===== config.mk =====
export PLATFORM = sky130hd
export DESIGN_NAME = alm_match_irq
export DESIGN_NICKNAME = d
export VERILOG_FILES = /design/src/rtl/alm_pkg.sv /design/src/rtl/alm_cmp.sv /design/src/rtl/alm_flags.sv /design/src/rtl/alm_pulse.sv /design/src/rtl/alm_match_irq.sv
export SDC_FILE = /design/constraint.sdc
export NUM_CORES = 1
export LEC_CHECK = 0
export ABC_AREA = 1
export BUFFER_PORTS_ARGS = -buffer_cell sky130_fd_sc_hd__buf_4
export CELL_PAD_IN_SITES_DETAIL_PLACEMENT = 1
export CELL_PAD_IN_SITES_GLOBAL_PLACEMENT = 2
export CORE_MARGIN = 5
export CORE_UTILIZATION = 17
export CTS_BUF_LIST = sky130_fd_sc_hd__clkbuf_8
export DETAILED_ROUTE_END_ITERATION = 12
export MAX_ROUTING_LAYER = met4
export PLACE_DENSITY = 0.84
export RECOVER_POWER = 100
export SYNTH_ARGS = -nofsm -noshare
export SYNTH_HDL_FRONTEND = slang
export SYNTH_SLANG_ARGS = --single-unit

===== constraint.sdc =====
create_clock -name clk -period 1.5 [get_ports clk]
set_input_delay 0.3 -clock clk [delete_from_list [all_inputs] [get_ports clk]]
set_output_delay 0.3 -clock clk [all_outputs]
set_load 0.02 [all_outputs]

===== src/rtl/alm_pkg.sv =====
package alm_pkg;

  // A match needs at least one participating field, and every participating
  // field must compare equal.
  function automatic logic fields_hit(input logic [5:0] eq, input logic [5:0] fen);
    logic all_ok;
    all_ok = 1'b1;
    for (int f = 0; f < 6; f++) begin
      if (fen[f] && !eq[f]) all_ok = 1'b0;
    end
    return all_ok && (fen != '0);
  endfunction

  // Next value of the pulse-width down-counter; a new trigger reloads it.
  function automatic int unsigned pulse_next(input int unsigned cur,
                                             input logic trig,
                                             input logic step,
                                             input int unsigned width);
    if (trig) return width;
    if (step && cur != 0) return cur - 1;
    return cur;
  endfunction

endpackage


===== src/rtl/alm_cmp.sv =====
module alm_cmp #(
  parameter int NUM_FLD = 6,
  parameter int FLD_W   = 8
) (
  input  logic [NUM_FLD*FLD_W-1:0] cur_time,
  input  logic [NUM_FLD*FLD_W-1:0] alm_val,
  input  logic [NUM_FLD-1:0]       fen,
  output logic                     hit
);
  import alm_pkg::*;

  logic [5:0] eq_vec;
  logic [5:0] fen_vec;

  // Per-field equality, one comparator per field.
  for (genvar f = 0; f < 6; f++) begin : g_fld
    if (f < NUM_FLD) begin : g_used
      assign eq_vec[f]  = (cur_time[f*FLD_W +: FLD_W] == alm_val[f*FLD_W +: FLD_W]);
      assign fen_vec[f] = fen[f];
    end else begin : g_pad
      assign eq_vec[f]  = 1'b1;
      assign fen_vec[f] = 1'b0;
    end
  end

  assign hit = fields_hit(eq_vec, fen_vec);

endmodule


===== src/rtl/alm_flags.sv =====
module alm_flags #(
  parameter int NUM_ALM = 2
) (
  input  logic               clk,
  input  logic               rst_n,
  input  logic [NUM_ALM-1:0] set_ev,
  input  logic               clr_rd,
  output logic [NUM_ALM-1:0] flags
);

  // A set and a clearing read in the same cycle: the set wins.
  for (genvar a = 0; a < NUM_ALM; a++) begin : g_flag
    always_ff @(posedge clk or negedge rst_n) begin
      if (!rst_n)         flags[a] <= 1'b0;
      else if (set_ev[a]) flags[a] <= 1'b1;
      else if (clr_rd)    flags[a] <= 1'b0;
    end
  end

endmodule


===== src/rtl/alm_pulse.sv =====
module alm_pulse #(
  parameter int PULSE_TICKS = 64
) (
  input  logic clk,
  input  logic rst_n,
  input  logic trig,
  input  logic step,
  output logic busy
);
  import alm_pkg::*;

  localparam int CNT_W = $clog2(PULSE_TICKS + 1);

  logic [CNT_W-1:0] cnt_q;
  logic [CNT_W-1:0] cnt_d;

  always_comb begin
    cnt_d = CNT_W'(pulse_next(int'(cnt_q), trig, step, PULSE_TICKS));
  end

  always_ff @(posedge clk or negedge rst_n) begin
    if (!rst_n) cnt_q <= '0;
    else        cnt_q <= cnt_d;
  end

  assign busy = (cnt_q != '0);

endmodule


===== src/rtl/alm_match_irq.sv =====
module alm_match_irq #(
  parameter int NUM_ALM     = 2,
  parameter int NUM_FLD     = 6,
  parameter int FLD_W       = 8,
  parameter int PULSE_TICKS = 64
) (
  input  logic                             clk,
  input  logic                             rst_n,
  input  logic                             sec_tick,
  input  logic                             pre_tick,
  input  logic [NUM_FLD*FLD_W-1:0]         cur_time,
  input  logic [NUM_ALM*NUM_FLD*FLD_W-1:0] alm_val,
  input  logic [NUM_ALM*NUM_FLD-1:0]       alm_fen,
  input  logic [NUM_ALM-1:0]               alm_irq_en,
  input  logic                             pulse_mode,
  input  logic                             stat_rd,
  output logic [NUM_ALM-1:0]               stat_flags,
  output logic                             irq_n
);

  localparam int SET_W = NUM_FLD * FLD_W;

  // Named internal events, brought out for the checker.
  logic [NUM_ALM-1:0] cmp_hit;    // combinational comparison result
  logic [NUM_ALM-1:0] hit_ev;     // match qualified by the second tick
  logic               fire_ev;    // pulsed-mode trigger
  logic               pulse_busy;
  logic               level_req;

  for (genvar a = 0; a < NUM_ALM; a++) begin : g_alm
    alm_cmp #(.NUM_FLD(NUM_FLD), .FLD_W(FLD_W)) u_cmp (
      .cur_time (cur_time),
      .alm_val  (alm_val[a*SET_W +: SET_W]),
      .fen      (alm_fen[a*NUM_FLD +: NUM_FLD]),
      .hit      (cmp_hit[a])
    );
  end

  assign hit_ev  = cmp_hit & {NUM_ALM{sec_tick}};
  assign fire_ev = pulse_mode && ((hit_ev & alm_irq_en) != '0);

  alm_flags #(.NUM_ALM(NUM_ALM)) u_flags (
    .clk    (clk),
    .rst_n  (rst_n),
    .set_ev (hit_ev),
    .clr_rd (stat_rd),
    .flags  (stat_flags)
  );

  alm_pulse #(.PULSE_TICKS(PULSE_TICKS)) u_pulse (
    .clk   (clk),
    .rst_n (rst_n),
    .trig  (fire_ev),
    .step  (pre_tick),
    .busy  (pulse_busy)
  );

  assign level_req = !pulse_mode && ((stat_flags & alm_irq_en) != '0);
  assign irq_n     = !(level_req || pulse_busy);

endmodule


After elaboration in Yosys (flattened, before gate mapping):

Index checks and enable logic that the tools add are counted.

* bits in registers: 9
* bits in latches: 0
* bits in writable memories: 0
* memory bits (read-only): 0
* input port bits: 164
* output and inout bits: 3
* word-level logic and storage cells: 81
* memories kept: 0

* add/sub/neg operators: 1
* multipliers: 0
* divide/modulo/power cells: 0
* $lt $le $gt $ge: 0
* eq/ne operators: 12
* shifts and indexed selects: 0
* multiplexer cells: 22
* bitwise logic cells: 3
* reduce and logical (&&, ||, !) cells: 40

Operators by type and width (number)
* equality test 8 bit: 12
* 2-to-1 mux 7 bit: 4
* 2-to-1 mux 1 bit: 18
* logical AND 1 bit: 17
* zero test 1 bit: 14
* nonzero test 6 bit: 2
* nonzero test 2 bit: 5
* nonzero test 7 bit: 1
* subtractor 7 x 1 -> 7 bit, second input constant: 1
* bitwise AND 2 bit: 3
* logical OR 1 bit: 1

Longest topological paths before layout:

Gate-level depths: netlist (run 1).

* depth after elaboration: 18
* depth in mapped cells: 13
* depth with buffers taken out: 13

Cells and area by module:

From an unflattened synthesis (run 1), not the netlist that was laid out.

* cells, all modules: 380
* area, all modules: 2083.2 µm²

Modules (own cells, without submodules)
* alm_cmp: instances 2, cells an instance 149, area an instance 754.5 µm², sequential area each 0.0 µm²
* alm_pulse: instances 1, cells an instance 61, area an instance 447.9 µm², sequential area each 175.2 µm²
* alm_flags: instances 1, cells an instance 9, area an instance 76.3 µm², sequential area each 50.0 µm²
* alm_match_irq: instances 1, cells an instance 12, area an instance 50.0 µm², sequential area each 0.0 µm²

Worst setup path after synthesis (run 1):

OpenSTA, ideal clock, no wires.

* path type: reg-to-output
* start point: reg u_pulse.cnt_q[3]
* end point: out irq_n
* data arrival time: 1253 ps
* data required time: 1200 ps
* path slack: -53 ps
* cell stages (with the launch flop): 5
* buffers on the path: 0
* cells stage by stage: dfrtp_1 -> or2_4 -> nor3_4 -> nand3_2 -> a21oi_1

* longest elaborated chain between the ends: 3

Ends and longest elaborated chain
* from (decl): line alm_pulse.sv:14 `logic [CNT_W-1:0] cnt_q;`
* from (signal assigned): line alm_pulse.sv:23 `else cnt_q <= cnt_d;`
* nonzero test 7 bit: line alm_pulse.sv:26 `assign busy = (cnt_q != '0);`
* logical OR 1 bit: line alm_match_irq.sv:59 `assign irq_n = !(level_req || pulse_busy);`
* zero test 1 bit: line alm_match_irq.sv:59
* to (decl): line alm_match_irq.sv:18 `output logic irq_n`

Every way passes these cells.

Worst setup path in the final report (run 1):

Ends and elaborated chain as after synthesis.

==> out/metrics.cfg, run 1 <==
[setup_path]
crit_path_end_kind = primary output
crit_arrival_ps = 1380
required_ps = 1200
critPathKind = flip-flop to primary output
regToRegSetupSlack_ps = -80
r2r_end = u_pulse.cnt_q[6]
path_max_fanout = 2
path_cells = or2_4 -> nor3_4 -> nand3_2 -> a21oi_2 -> buf_6
start_kind = flip-flop
crit_path_top_delay_cell = dfrtp_1
timing.rr.start = u_pulse.cnt_q[3]
ff2ff_path_depth = 9
critPathMaxStageDelay_ps = 380

[drt]
drtIter0Drc = 25
wirelength_um = 8240
ant_nets = 0
wl_per_cell_um = 12.4
drc_errors = 0
viasPerCell = 3.99
vias = 2656
drt-pass1-iter-count = 4

[clock_tree]
htree_levels = 1
cts.reportedPaths.clkPinSlew_ps = 40
clock_sinks = 9
cts_inserted_buffers = 3
clk_latency_ps = 230
clockBufferDepth = 2
tritoncts = yes
cts_root_buffer = clkbuf_8

[die]
rows = 39
ios = 167
dieArea_um2 = 14000
die_h_um = 118
core_area_um2 = 11500
start_util = 0.174
die_x_um = 118

[timing]
fin_crit_ps = 1680
fmaxAchievable_mhz = 596
setup_ws_ps = -178
clock_skew_ps = 1.04
drv_slew = 0
setup_violations = 6
tightest_slew_ps = 476
fin_setup_tns_ps = -462
finalCritPeriodShare = 1.12
hold_ws_ps = 266
rsz0062_at_grt = yes
hold_viol_final = 0
slew_headroom = 0.683

[power]
seq_power_share = 0.217
p_int_mw = 1.23
power_per_cell_area_nw_per_um2 = 557
netSwitchingFraction = 0.375
peakVddDrop_v = 0.000288
fin_total_pwr_mw = 1.96
clkPwrFrac = 0.138
leakage_nw = 1.86
power.share.combinational = 0.644
switching_power_mw = 0.737

[finish]
areaGrowthSynthToFinish_pct = 76.3
final_cells = 666
nets = 690
drive_above_1_share = 0.350
antennaDiodeCount = 0
utilization = 0.307
design_area_um2 = 3520

[yosys]
synth_flop_cell = dfrtp_1
yosys.area.top_type = xnor2_1
ys_async_sr_fraction = 1.00
synth_top_area_share = 0.281
ys_top_cells_by_area = xnor2_1, nand2_1, dfrtp_1, inv_1, nor2_1
synthDistinctLibCells = 22
postSynthAreaPerCell_um2 = 5.78
synth_common_cells = nand2_1, xnor2_1, inv_1, nor2_1, xor2_1
postSynthCellCount = 346
ys_ff_latch = 9
synth_fp_nets = 512
seq_area_frac_synth = 0.113
synth.cell_area_um2 = 2000
yosys_warnings = 0
synth_edf_count = 0
synth_most_common_cell = nand2_1

[global_routing]
grt_pass1_wl_um = 13400
antenna_found_initial = 0
grt_pass1_vias = 3077
grt_overflow = 0
grt_max_degree = 10
grt_util_all_layers = 0.117

[min_path]
holdPathEnd = u_flags.flags[1]
holdCritStartpoint = stat_rd
min_path_type = input port to flip-flop
hold_path_depth = 2

[flow_run]
drv_cap = 0

[placed_design]
place_area_um2 = 3440
dp_hpwl_um = 7800
port_buffers = 166
pre_cts_ws_ps = -198
dp.cells = 657
finalWeightedCongestion = 0.773

[status]
status = finished with violations
violations = setup timing

-- area by class of cell --
class	count	area, µm²
fillers	1508	7940
multi-input cells	287	1590
repair buffers	174	1300
flip-flops and latches	9	225
inverters	49	184
well taps	143	179
clock buffers	3	41.3
clock inverters	1	3.75
-- worst max-delay path by stage --
| stage | startpoint | to | cells after the start |
|---|---|---|---|
| floorplan | u_pulse.cnt_q[3] | irq_n | 4 |
| global route | u_pulse.cnt_q[3] | irq_n | 5 |
| detailed placement | alm_val[13] | u_pulse.cnt_q[4] | 11 |
| finish | u_pulse.cnt_q[3] | irq_n | 5 |
| global placement | alm_val[12] | u_pulse.cnt_q[4] | 11 |
| CTS | u_pulse.cnt_q[3] | irq_n | 5 |
-- placed cells by master (no fill, tap or decap), types with 2 or more instances in the layout --
cell type / count
a21oi_2: 2
nand3_2: 2
a21oi_1: 5
clkbuf_8: 3
xnor2_1: 64
o31ai_1: 2
inv_1: 49
clkbuf_1: 4
nand2_1: 136
buf_4: 167
ha_1: 2
nand3_1: 2
xor2_1: 18
o21ai_0: 3
nor2_1: 43
dfrtp_1: 9
-- worst max-delay path: cells and delay by family (launching register included) --
family                 cells  cell delay [ps]
AOI/OAI and AO/OA          1              140
buffers and inverters      1              130
DFF                        1              380
and+or+nand+nor            3              500
-- logic make-up (layout without fill, tap and decap cells) --
| group | Yosys count | after routing | share of synthesized area |
|---|---|---|---|
| xor+xnor | 82 | 82 | 0.359 |
| fa+ha+maj | 2 | 2 | 0.0125 |
| flops | 9 | 9 | 0.113 |
| compound gates | 13 | 13 | 0.0388 |
| simple gates | 190 | 190 | 0.382 |
| buf+inv | 50 | 227 | 0.0945 |
-- power groups by stage --
stage / Combinational [mW] / Sequential, mW / Clock, mW
6_report: 1.26 / 0.426 / 0.272
5_1_grt: 1.42 / 0.443 / 0.292
4_1_cts: 1.26 / 0.427 / 0.279
3_5_place_dp: 1.21 / 0.433 / 0
3_3_place_gp: 1.16 / 0.422 / 0
2_1_floorplan: 0.639 / 0.416 / 0
-- state kept, by name, indices dropped and copies added (netlist names) --
| name | count |
|---|---|
| u_flags.flags | 2 |
| u_pulse.cnt_q | 7 |
-- layer usage --
metal | GRT usage | wire (µm)
met1 | 0.125 | 3210
met2 | 0.225 | 4440
met3 | 0.0196 | 477
met4 | 0.0262 | 108
met5 | - | 0
-- what timing repair did --
| action | in CTS | in global routing |
|---|---|---|
| resized for setup | 0 | 2 |
| hold buffers | 1 | 0 |
| buffers inserted | 3 | 1 |
| endpoints found under the setup margin | 4 | 8 |
| endpoints found under the hold margin | 9 | 0 |
| pin swaps | 4 | 1 |
(Power assumes the default switching activity.)
==> inputs of run 2 (changes only) <==
clock period = 1.88 ns   (was 1.5 ns; I/O delays follow)
==> run 2 against run 1 <==
  * The flow now finishes without violations
  * Count of clock-buffer cells in the layout unchanged
  * Critical path depth stayed put
  * Largest power group unchanged
  * Wire length decreased by 0.75%
  * Hold slack improved by 85 ps
  * Final area fell by 1.1%
  * Non-clock buffer count shrank 4
  * Global-route usage is 0.28 points lower
  * First-iteration DRC count rose by 68%
  * Final cell count fell by 0.60%
  * Via count shrank 2.5%
==> out/metrics.cfg, run 2 (synthesis gave the netlist of run 1 again) <==
[status]
status = complete, no violations

[drt]
viasPerCell = 3.91  ; -1.9%
drc_errors = 0  ; unchanged
wl_per_cell_um = 12.3  ; -0.15%
wirelength_um = 8170  ; -0.75%
vias = 2589  ; -2.5%
ant_nets = 0  ; unchanged
drt-pass1-iter-count = 2  ; -2
drtIter0Drc = 42  ; +68%

[setup_path]
crit_path_top_delay_cell = dfrtp_1
required_ps = 1500  ; +300 ps
critPathKind = flip-flop to primary output
crit_path_end_kind = primary output
ff2ff_path_depth = 9  ; unchanged
start_kind = flip-flop
crit_arrival_ps = 1430  ; +50 ps
path_cells = or2_4 -> nor3_4 -> nand3_2 -> a21oi_2 -> buf_6
critPathMaxStageDelay_ps = 370  ; about the same
path_max_fanout = 2  ; unchanged

[timing]
clock_skew_ps = 1.35  ; +0.308 ps
hold_viol_final = 0  ; unchanged
drv_slew = 0  ; unchanged
setup_violations = 0  ; -6
rsz0062_at_grt = yes
tightest_slew_ps = 480  ; +3.43 ps
finalCritPeriodShare = 0.962
slew_headroom = 0.680  ; -0.00229
fin_crit_ps = 1810
fmaxAchievable_mhz = 553

[finish]
largest_reg_flops = 7  ; unchanged
top_regs = u_pulse.cnt_q (7), u_flags.flags (2)
antennaDiodeCount = 0  ; unchanged
nets = 686  ; -0.58%
drive_above_1_share = 0.343  ; -0.00694
layout_common_cells = buf_4, nand2_1, xnor2_1
areaGrowthSynthToFinish_pct = 74.5
nFillCells = 1503  ; -0.33%
layout_commonest_cell = buf_4
top_register = u_pulse.cnt_q
utilization = 0.304  ; -0.00327

[power]
peakVddDrop_v = 0.000229  ; -21%
fin_total_pwr_mw = 1.53  ; -22%
power_per_cell_area_nw_per_um2 = 438  ; -21%
leakage_nw = 1.85  ; -0.88%

[clock_tree]
tritoncts = yes
clock_sinks = 9  ; unchanged
clockBufferDepth = 2  ; unchanged
cts_root_buffer = clkbuf_8
clk_latency_ps = 230  ; about the same
cts.reportedPaths.clkPinSlew_ps = 40  ; about the same
cts_inserted_buffers = 3  ; unchanged
htree_levels = 1  ; unchanged

[placed_design]
dp_hpwl_um = 7780  ; -0.35%
port_buffers = 166  ; unchanged
finalWeightedCongestion = 0.773  ; about the same

[global_routing]
grt_pass1_vias = 2928  ; -4.8%
grt-busiest-layer = met2
antenna_found_initial = 0  ; unchanged
grt_pass1_wl_um = 13100  ; -2.5%
met3_usage = 0.0282  ; +0.00860
use_met1 = 0.121  ; -0.00402
grt_util_all_layers = 0.115  ; -0.00284
grt_overflow = 0  ; unchanged
use_met2 = 0.216  ; -0.00914
grt_max_degree = 10  ; unchanged

[die]
core_area_um2 = 11500  ; unchanged
die_h_um = 118  ; unchanged
rows = 39  ; unchanged
dieArea_um2 = 14000  ; unchanged
start_util = 0.174  ; unchanged
ios = 167  ; unchanged
die_x_um = 118  ; unchanged

[flow_run]
drv_cap = 0  ; unchanged

[min_path]
min_path_type = input port to flip-flop
hold_path_depth = 2  ; unchanged

==> run 2: cell count changes in the layout (fill, tap and decap cells not counted) <==
cell	change
clkbuf_4	-1
nor2_4	-1
buf_4	-3
nor2_1	+1
==> run 2: layer usage <==
layer  vias up  share of wire
met4         0         0.0086
met2        95           0.54
met3         4          0.076
li1       1358              -
met1      1132           0.38
met5         -              0
==> run 2: critical path: cells and delay by family, from the launching register on <==
| kind | cells | cell delay [ps] |
|---|---|---|
| compound gates | 1 | 130 |
| flops | 1 | 370 |
| buf+inv | 1 | 130 |
| simple gates | 3 | 570 |
==> run 2: report_power, final <==
part           total [mW]  switching (mW)  internal, mW  leakage [nW]
clock               0.215          0.0728         0.142        0.0269
combinational       0.976           0.437         0.539          1.71
sequential          0.337          0.0641         0.273         0.112
==> run 2: final timing paths <==
kind	from	end	slack (ps)
max in group asynchronous	rst_n	u_pulse.cnt_q[3]	940
hold / removal	stat_rd	u_flags.flags[0]	350
setup reg to reg	u_pulse.cnt_q[4]	u_pulse.cnt_q[2]	240
min in group asynchronous	rst_n	u_pulse.cnt_q[6]	610
hold reg to reg	u_pulse.cnt_q[6]	u_pulse.cnt_q[6]	510
setup / recovery	u_pulse.cnt_q[4]	irq_n	70
==> run 2: area by class of cell <==
class,instances,area (µm²),share of cell area
Clock inverter,1,3.75,0.00108
Clock buffer,3,41.3,0.0118
Tap cell,143,179,0.0513
Sequential cell,9,225,0.0646
Multi-Input combinational cell,287,1590,0.455
Inverter,49,184,0.0528
Timing Repair Buffer,170,1270,0.364
==> run 2: through the flow <==
stage | instances | hold WS [ps] | worst slack, ps | setup TNS [ps] | area [µm²]
after global routing | 662 | 356 | -11.6 | -11.6 | 3490
final | 662 | 350 | 72.3 | 0 | 3490
after detailed placement | 654 | 205 | 162 | 0 | 3420
after floorplan | 346 | 80.4 | 251 | 0 | 2000
after global placement | 654 | 201 | 204 | 0 | 3420
after CTS | 660 | 344 | 44.1 | 0 | 3480
==> run 2: timing repair <==
item	in CTS	in global routing
resized for setup	0	2
pin swaps	1	3
endpoints found under the hold margin	9	0
setup endpoints to repair	1	1
buffers inserted	1	2
hold buffers	1	0
==> inputs of run 3 (changes only) <==
clock period = 1.7 ns   (was 1.88 ns; I/O delays follow)
==> run 3 against run 2 <==
  * The run now ends with setup timing left
  * Utilization about the same
  * Setup slack lost 89 ps
  * Largest cell class unchanged
  * Highest routed layer unchanged
  * Hold slack got worse by 49 ps
  * Count of clock-buffer cells in the layout unchanged
  * First-iteration DRC count up 71%
==> out/metrics.cfg, run 3 (synthesis gave the netlist of run 1 again) <==
[setup_path]
timing.rr.start = u_pulse.cnt_q[4]
required_ps = 1360  ; -140 ps
ff2ff_path_depth = 9  ; unchanged
path_max_fanout = 2  ; unchanged
cp_num_cells = 5  ; unchanged
critPathKind = flip-flop to primary output
startpoint = u_pulse.cnt_q[4]
regToRegSetupSlack_ps = 130  ; -110 ps
crit_path_end_kind = primary output
crit_arrival_ps = 1380  ; -50 ps
crit_path_end = irq_n
path_buf_inv = 1  ; unchanged
r2r_end = u_pulse.cnt_q[4]
crit_path_top_delay_cell = dfrtp_1
start_kind = flip-flop
path_cells = or2_4 -> nor3_4 -> nand3_2 -> a21oi_2 -> buf_4
crit_family = simple AND/OR/NAND/NOR gates
critPathMaxStageDelay_ps = 390  ; +20 ps

[die]
ios = 167  ; unchanged
dieArea_um2 = 14000  ; unchanged
rows = 39  ; unchanged
start_util = 0.174  ; unchanged
die_x_um = 118  ; unchanged
die_h_um = 118  ; unchanged
core_area_um2 = 11500  ; unchanged

[drt]
drtIter0Drc = 72  ; +71%
viasPerCell = 3.95  ; +0.92%
wirelength_um = 8200  ; +0.26%
vias = 2609  ; +0.77%
ant_nets = 0  ; unchanged
drc_errors = 0  ; unchanged
drt-pass1-iter-count = 2  ; unchanged
wl_per_cell_um = 12.4  ; +0.41%

[clock_tree]
htree_levels = 1  ; unchanged
tritoncts = yes
cts.reportedPaths.clkPinSlew_ps = 50  ; about the same
clockBufferDepth = 2  ; unchanged
cts_root_buffer = clkbuf_8
clock_sinks = 9  ; unchanged
clk_latency_ps = 240  ; about the same
cts_inserted_buffers = 3  ; unchanged

[power]
p_int_mw = 1.04  ; +9.3%
peakVddDrop_v = 0.000238  ; +4.1%
power_per_cell_area_nw_per_um2 = 484  ; +10%
netSwitchingFraction = 0.381  ; +0.00520
power.share.combinational = 0.630  ; -0.009
switching_power_mw = 0.641  ; +12%
seq_power_share = 0.224  ; +0.003
leakage_nw = 1.84  ; -0.49%
clkPwrFrac = 0.145  ; +0.004

[global_routing]
grt_pass1_wl_um = 13100  ; +0.15%
grt_util_all_layers = 0.115  ; +0.000318
grt_max_degree = 10  ; unchanged
grt_overflow = 0  ; unchanged
antenna_found_initial = 0  ; unchanged
grt_pass1_vias = 2952  ; +0.82%

[timing]
tightest_slew_ps = 480  ; +0.203 ps
hold_ws_ps = 302  ; -48.5 ps
drv_slew = 0  ; unchanged
finalCritPeriodShare = 1.01
slew_headroom = 0.680  ; about the same
clock_skew_ps = 3.58  ; +2.23 ps
hold_viol_final = 0  ; unchanged
fmaxAchievable_mhz = 582
rsz0062_at_grt = yes
fin_crit_ps = 1720
setup_ws_ps = -17.0  ; -89.4 ps
setup_violations = 1  ; +1

[finish]
nFillCells = 1500  ; -0.20%
seq_area_um2 = 225  ; unchanged
design_area_um2 = 3480  ; -0.14%
top_regs = u_pulse.cnt_q (7), u_flags.flags (2)
antennaDiodeCount = 0  ; unchanged
multi_input_area_um2 = 1590  ; +0.39%
utilization = 0.304  ; -0.000437
layout_common_cells = buf_4, nand2_1, xnor2_1
layout_commonest_cell = buf_4
nets = 685  ; -0.15%
largest_reg_flops = 7  ; unchanged
areaGrowthSynthToFinish_pct = 74.2
drive_above_1_share = 0.344  ; +0.000662
top_register = u_pulse.cnt_q

[status]
violations = setup timing
status = finished with violations

[placed_design]
finalWeightedCongestion = 0.773  ; about the same
port_buffers = 166  ; unchanged
place_area_um2 = 3420  ; unchanged
dp_hpwl_um = 7810  ; +0.38%

[min_path]
min_path_type = input port to flip-flop

[flow_run]
drv_cap = 0  ; unchanged

-- run 3: cell count changes in the layout (fill, tap and decap cells not counted) --
cell and change:
a21oi_1 -1, a21oi_2 +1, buf_6 -1, clkinv_1 +1, nor2_1 -1, nor2_2 +1, inv_2 -1
-- run 3: how the worst min path moves through the flow --
stage                       start                to  slack [ps]  cells past startpoint
after floorplan             rst_n  u_flags.flags[0]          40                      0
after detailed placement    rst_n  u_pulse.cnt_q[6]         170                      1
final                     stat_rd  u_flags.flags[1]         300                      2
after global placement      rst_n  u_pulse.cnt_q[6]         160                      1
after CTS                 stat_rd  u_flags.flags[1]         300                      2
after global routing      stat_rd  u_flags.flags[0]         310                      2
-- run 3: area by class of cell --
type                            count  area share
Clock inverter                      1     0.00108
Inverter                           49      0.0528
Multi-Input combinational cell    287       0.457
Clock buffer                        3      0.0119
Sequential cell                     9      0.0647
Timing Repair Buffer              169       0.361
Tap cell                          143      0.0514
-- run 3: power groups by stage --
stage	Combinational (mW)	Sequential (mW)	Clock, mW
after floorplan	0.562	0.367	0
after global placement	1.00	0.376	0
after detailed placement	1.05	0.385	0
after CTS	1.09	0.376	0.255
after global routing	1.19	0.390	0.262
final	1.06	0.378	0.245
-- run 3: metrics by stage --
step	cells	total power, mW	setup TNS (ps)	setup slack [ps]
after floorplan	346	0.930	0	107
after detailed placement	654	1.43	0	17.3
after global routing	661	1.84	-524	-122
final	661	1.68	-17.0	-17.0
after CTS	661	1.72	-50.3	-50.3
after global placement	654	1.38	0	60.4
-- run 3: worst register-to-register path: cells and delay by family, from the launching register on --
family / cells / cell delay (ps)
xor+xnor: 1 / 180
flops: 1 / 390
compound gates: 1 / 60
simple gates: 6 / 670
buf+inv: 1 / 160
-- run 3: repair_timing --
action,in CTS,in global routing
hold buffers,1,0
pin swaps,1,1
resized for setup,1,1
buffers inserted,2,0
cloned,0,0
endpoints found under the setup margin,1,4
hold endpoints to repair,9,0
-- run 3: per-layer routing --
| layer | vias up | GRT usage | routed length [µm] |
|---|---|---|---|
| met5 | - | - | 0 |
| met4 | 0 | 0.0283 | 113 |
| met3 | 7 | 0.0301 | 656 |
| met2 | 98 | 0.217 | 4430 |
| met1 | 1148 | 0.118 | 3000 |
| li1 | 1356 | - | - |
